`config.mk`:
```
export PLATFORM = sky130hd
export DESIGN_NAME = lut_sequencer
export DESIGN_NICKNAME = d
export VERILOG_FILES = /design/src/rtl/lut_seq_pkg.sv /design/src/rtl/lut_seq_rst_sync.sv /design/src/rtl/lut_seq_table.sv /design/src/rtl/lut_seq_state_reg.sv /design/src/rtl/lut_sequencer.sv
export SDC_FILE = /design/constraint.sdc
export NUM_CORES = 1
export LEC_CHECK = 0
export CAP_MARGIN = 20
export CORE_AREA = 2 2 39 41
export CTS_CLUSTER_DIAMETER = 40
export DETAILED_ROUTE_END_ITERATION = 10
export DIE_AREA = 0 0 41 43
export DONT_BUFFER_PORTS = 1
export GPL_ROUTABILITY_DRIVEN = 0
export GPL_TIMING_DRIVEN = 0
export PLACE_DENSITY_LB_ADDON = 0.1
export SLEW_MARGIN = 10
export SYNTH_ARGS = -nofsm -noshare
export SYNTH_HDL_FRONTEND = slang
export SYNTH_SLANG_ARGS = --single-unit
```
`constraint.sdc`:
```
create_clock -name clk -period 1.4 [get_ports clk]
set_clock_uncertainty 0.05 [all_clocks]
set_input_delay 0.28 -clock clk [delete_from_list [all_inputs] [get_ports clk]]
set_output_delay 0.28 -clock clk [all_outputs]
set_load 0.05 [all_outputs]
```
`src/rtl/lut_seq_pkg.sv`:
```
package lut_seq_pkg;

  typedef enum logic [1:0] {
    MODE_HOLD = 2'b00,
    MODE_DOWN = 2'b01,
    MODE_LCG  = 2'b10,
    MODE_UP   = 2'b11
  } seq_mode_e;

  // Next-state value for one table slot; the caller truncates to the state width.
  function automatic int unsigned slot_value(input int unsigned sel,
                                             input int unsigned cur,
                                             input int unsigned mul,
                                             input int unsigned add,
                                             input int unsigned modulus);
    int unsigned r;
    case (sel)
      0:       r = cur;
      1:       r = (cur + modulus - 1) % modulus;
      2:       r = (mul * cur + add) % modulus;
      default: r = (cur + 1) % modulus;
    endcase
    return r;
  endfunction

endpackage

```
`src/rtl/lut_seq_rst_sync.sv`:
```
module lut_seq_rst_sync #(
  parameter int unsigned STAGES = 2
) (
  input  logic clk,
  input  logic arst_n,
  output logic run_n
);

  logic [STAGES-1:0] chain_q;

  always_ff @(posedge clk or negedge arst_n) begin
    if (!arst_n) chain_q <= '0;
    else         chain_q <= {chain_q[STAGES-2:0], 1'b1};
  end

  assign run_n = chain_q[STAGES-1];

  // the released reset rises only after the raw reset has been high
  a_r2_release_after_input: assert property (@(posedge clk) disable iff (!arst_n)
    $rose(run_n) |-> $past(arst_n));

endmodule

```
`src/rtl/lut_seq_table.sv`:
```
module lut_seq_table
  import lut_seq_pkg::*;
#(
  parameter int unsigned STATE_W = 4,
  parameter int unsigned MODE_W  = 2,
  parameter int unsigned LCG_MUL = 5,
  parameter int unsigned LCG_ADD = 3
) (
  input  logic [MODE_W+STATE_W-1:0] addr,
  output logic [STATE_W-1:0]        data
);

  localparam int unsigned ADDR_W  = MODE_W + STATE_W;
  localparam int unsigned DEPTH   = 1 << ADDR_W;
  localparam int unsigned MODULUS = 1 << STATE_W;

  logic [STATE_W-1:0] rom [DEPTH];

  for (genvar i = 0; i < DEPTH; i++) begin : g_slot
    localparam int unsigned SEL = i / MODULUS;
    localparam int unsigned CUR = i % MODULUS;
    localparam int unsigned VAL = slot_value(SEL, CUR, LCG_MUL, LCG_ADD, MODULUS);
    assign rom[i] = STATE_W'(VAL);
  end

  assign data = rom[addr];

endmodule

```
`src/rtl/lut_seq_state_reg.sv`:
```
module lut_seq_state_reg #(
  parameter int unsigned STATE_W = 4
) (
  input  logic               clk,
  input  logic               run_n,
  input  logic               load_en,
  input  logic [STATE_W-1:0] load_val,
  output logic [STATE_W-1:0] q
);

  logic [STATE_W-1:0] q_r;
  logic [STATE_W-1:0] q_d;

  always_comb begin
    q_d = q_r;
    if (load_en) q_d = load_val;
  end

  always_ff @(posedge clk or negedge run_n) begin
    if (!run_n) q_r <= '0;
    else        q_r <= q_d;
  end

  assign q = q_r;

  // a cycle spent in reset leaves the register cleared
  a_r2_cleared_in_reset: assert property (@(posedge clk)
    !run_n |=> (q_r == '0));

endmodule

```
`src/rtl/lut_sequencer.sv`:
```
module lut_sequencer
  import lut_seq_pkg::*;
#(
  parameter int unsigned STATE_W     = 4,
  parameter int unsigned MODE_W      = 2,
  parameter int unsigned LCG_MUL     = 5,
  parameter int unsigned LCG_ADD     = 3,
  parameter int unsigned SYNC_STAGES = 2
) (
  input  logic               clk,
  input  logic               rst_n,
  input  logic [MODE_W-1:0]  mode,
  output logic [STATE_W-1:0] state
);

  localparam int unsigned ADDR_W = MODE_W + STATE_W;

  logic               run_n;
  logic [ADDR_W-1:0]  rom_addr;
  logic [STATE_W-1:0] rom_data;
  logic               load_en;

  lut_seq_rst_sync #(.STAGES(SYNC_STAGES)) u_sync (
    .clk    (clk),
    .arst_n (rst_n),
    .run_n  (run_n)
  );

  assign rom_addr = {mode, state};

  lut_seq_table #(
    .STATE_W (STATE_W),
    .MODE_W  (MODE_W),
    .LCG_MUL (LCG_MUL),
    .LCG_ADD (LCG_ADD)
  ) u_table (
    .addr (rom_addr),
    .data (rom_data)
  );

  // Parallel load is enabled permanently: the table is the only next-state source.
  assign load_en = 1'b1;

  lut_seq_state_reg #(.STATE_W(STATE_W)) u_state (
    .clk      (clk),
    .run_n    (run_n),
    .load_en  (load_en),
    .load_val (rom_data),
    .q        (state)
  );

  // hold keeps the state
  a_r3_hold: assert property (@(posedge clk) disable iff (!run_n)
    (mode == MODE_HOLD) |=> (state == $past(state)));

  // down-count with wrap
  a_r4_down: assert property (@(posedge clk) disable iff (!run_n)
    (mode == MODE_DOWN) |=> (state == STATE_W'($past(state) - 1'b1)));

  // linear congruential step
  a_r5_lcg: assert property (@(posedge clk) disable iff (!run_n)
    (mode == MODE_LCG) |=> (state == STATE_W'($past(state) * LCG_MUL + LCG_ADD)));

  // up-count with wrap
  a_r6_up: assert property (@(posedge clk) disable iff (!run_n)
    (mode == MODE_UP) |=> (state == STATE_W'($past(state) + 1'b1)));

  // the register follows the table output from the previous cycle
  a_r1_loads_table: assert property (@(posedge clk) disable iff (!run_n)
    1'b1 |=> (state == $past(rom_data)));

endmodule

```
==> impl_metrics.ini <==
[outcome]
status = finished, violations left
violations = hold timing, setup timing

[placed_design]
post-place-ws_ns = -0.339
port_buffers = 0
place_area_um2 = 512
place_hpwl_um = 675

[sta]
tns_ns = -0.537
slew_headroom_pct = 56.0
hold_violations = 3
fmax_ghz = 0.606
slew_violations = 0
fin_crit_sh_pct = 118
fin_ws_ns = -0.251
tightest_slew_ns = 0.660
finalCriticalPeriod_ns = 1.65
setup_viol = 3
hold_ws_ns = -0.00233
rsz0062_at_grt = yes

[floorplanning]
dieArea_mm2 = 0.00176
core-area_mm2 = 0.00138
fp.dieW_um = 41
rows = 14
start_util_pct = 32.9
die_y_um = 43
io-pin-count = 8

[worst_setup_path]
crit_arrival_ns = 1.74
cpPeakStageDelay_ns = 0.59
rrSetupSlack_ns = -0.25
r2r-start = u_state.q[1]$_DFFE_PN0P_
rr_worst_depth = 5
worst_path_max_delay_cell = dfrtp_4
path_class = flip-flop to flip-flop
crit_path_end_kind = flip-flop
startpoint_type = flip-flop
critPathMaxFanout = 6
crit_chain = inv_6 -> ha_4 -> inv_2 -> mux4_2 -> a21o_1
cp.required_ns = 1.49
r2r-end = u_state.q[2]$_DFFE_PN0P_

[yosys]
ys_seq_elements = 6
syn-num-nets = 56
syn_inst = 44
synth_cell_types = 22
syn_area_um2 = 455
ys_warn_count = 0
synth-seq-area-share_pct = 33.0
synth_area_per_cell_um2 = 10.4

[routing]
wl_um = 875
num_vias = 338
viasPerCell = 5.12
wire_per_inst_um = 13.3
drc = 0
ant_nets = 0
drt_first_pass_iters = 3
drt_iter0_drc = 1

[layout]
final_cell_area_um2 = 563
nNetsFinal = 63
diodes = 0
area_growth_pct = 23.6
drive_gt1_share_pct = 34.0

[clocking]
clkSinkCount = 6
clock_latency_ns = 0.25
cts-root-buf = clkbuf_4
clkTransAtPathRegs_ns = 0.05
cts_buffer_depth = 2
htreeDepth = 1
cts-buffers-inserted = 3
tritoncts = done

[hold_path]
hp-class = flip-flop to asynchronous set/reset pin

[grt]
grt_pass1_vias = 335
gr-total-overflow = 0
antenna_found_initial = 0
grt_pass1_wl_mm = 1.44
grt_usage_pct = 13.0
grt_max_degree = 10

[flow_run]
drv_cap = 0
-- synthesized netlist by cell type --
cell type  instances  area, um^2
ha_1               8         100
dfrtp_1            6         150
inv_1              4        15.0
a21oi_1            3        15.0
nor2_1             3        11.3
a31oi_1            2        12.5
nand2_1            2        7.51
xor2_1             2        17.5
a211o_1            1        8.76
a211oi_1           1        7.51
a21o_1             1        7.51
a311oi_1           1        8.76
and4bb_2           1        12.5
buf_2              1        5.00
buf_4              1        7.51
buf_6              1        11.3
conb_1             1        3.75
mux2i_1            1        10.0
mux4_2             1        22.5
nand3b_1           1        7.51
o21ai_0            1        5.00
xnor2_1            1        8.76
-- cells in the final DEF, fill, tap and decap left out, drive strengths merged, types with 2 or more instances in the layout --
cell and instances:
nand2 2, ha 8, nor2 3, clkbuf 4
inv 4, xor2 2, buf 4, a21oi 3
dfrtp 6, a31oi 2
-- sequential cells by signal, indices dropped and copies added (netlist names) --
register        count
u_state.q           4
u_sync.chain_q      2
-- through the flow --
| stage | cells | utilization, % |
|---|---|---|
| 5_1_grt | 66 | 40.7 |
| 2_1_floorplan | 44 | - |
| 3_3_place_gp | 60 | 37.0 |
| 4_1_cts | 65 | 40.0 |
| 6_report | 66 | 40.7 |
| 3_5_place_dp | 60 | 37.0 |
-- how the worst max path moves through the flow --
| stage | from | to | slack, ns | cells past startpoint |
|---|---|---|---|---|
| after global routing | u_state.q[1]$_DFFE_PN0P_ | u_state.q[3]$_DFFE_PN0P_ | -0.33 | 6 |
| final | u_state.q[1]$_DFFE_PN0P_ | u_state.q[2]$_DFFE_PN0P_ | -0.25 | 5 |
| after global placement | u_state.q[1]$_DFFE_PN0P_ | u_state.q[3]$_DFFE_PN0P_ | -0.31 | 6 |
| after detailed placement | u_state.q[1]$_DFFE_PN0P_ | u_state.q[3]$_DFFE_PN0P_ | -0.34 | 6 |
| after floorplan | u_state.q[1]$_DFFE_PN0P_ | u_state.q[3]$_DFFE_PN0P_ | -0.20 | 6 |
| after CTS | u_state.q[1]$_DFFE_PN0P_ | u_state.q[2]$_DFFE_PN0P_ | -0.25 | 5 |
-- metal layers --
| layer | global-route usage [%] | vias to the layer above | share of wire [%] |
|---|---|---|---|
| met4 | 6.00 | 0 | 1.6 |
| met5 | 0 | - | 0 |
| met2 | 19.7 | 9 | 53 |
| li1 | - | 161 | - |
| met3 | 6.81 | 2 | 7.5 |
| met1 | 14.4 | 166 | 38 |
-- area by class of cell --
type | instances | area (um^2)
buffer | 3 | 23.8
clock buffer | 4 | 26.3
fill | 144 | 821
inverter | 4 | 25.0
multi-input combinational | 31 | 292
sequential | 6 | 159
tap | 16 | 20.0
timing repair buffer | 2 | 17.5
-- critical path, delay by kind of cell, from the launching register on --
family / cells / cell delay (ns)
buffers and inverters: 2 / 0.15
adders and majority gates: 1 / 0.14
muxes: 1 / 0.44
AOI/OAI and AO/OA: 1 / 0.17
DFF: 1 / 0.59
-- timing repair --
item | 4_1_cts | 5_1_grt
hold buffers | 1 | 0
hold endpoints to repair | 2 | 0
buffers inserted | 0 | 1
pin swaps | 2 | 3
setup endpoints to repair | 3 | 3
gates resized for setup | 3 | 1
-- logic make-up (layout without fill, tap and decap cells) --
logic type	count (synthesis)	count (layout)	share of synthesized area, %
AO/OA/AOI/OAI	10	10	14.3
adder cells (fa/ha/maj)	8	8	22.0
AND/OR/NAND/NOR	7	7	8.52
buffers and inverters	7	13	8.51
flip-flops	6	6	33.0
XOR/XNOR	3	3	5.77
multiplexers	2	2	7.14
other	1	1	0.823
Power is not shown: default switching activity piles up to over one toggle a cycle in this logic, so the estimate is an artifact.
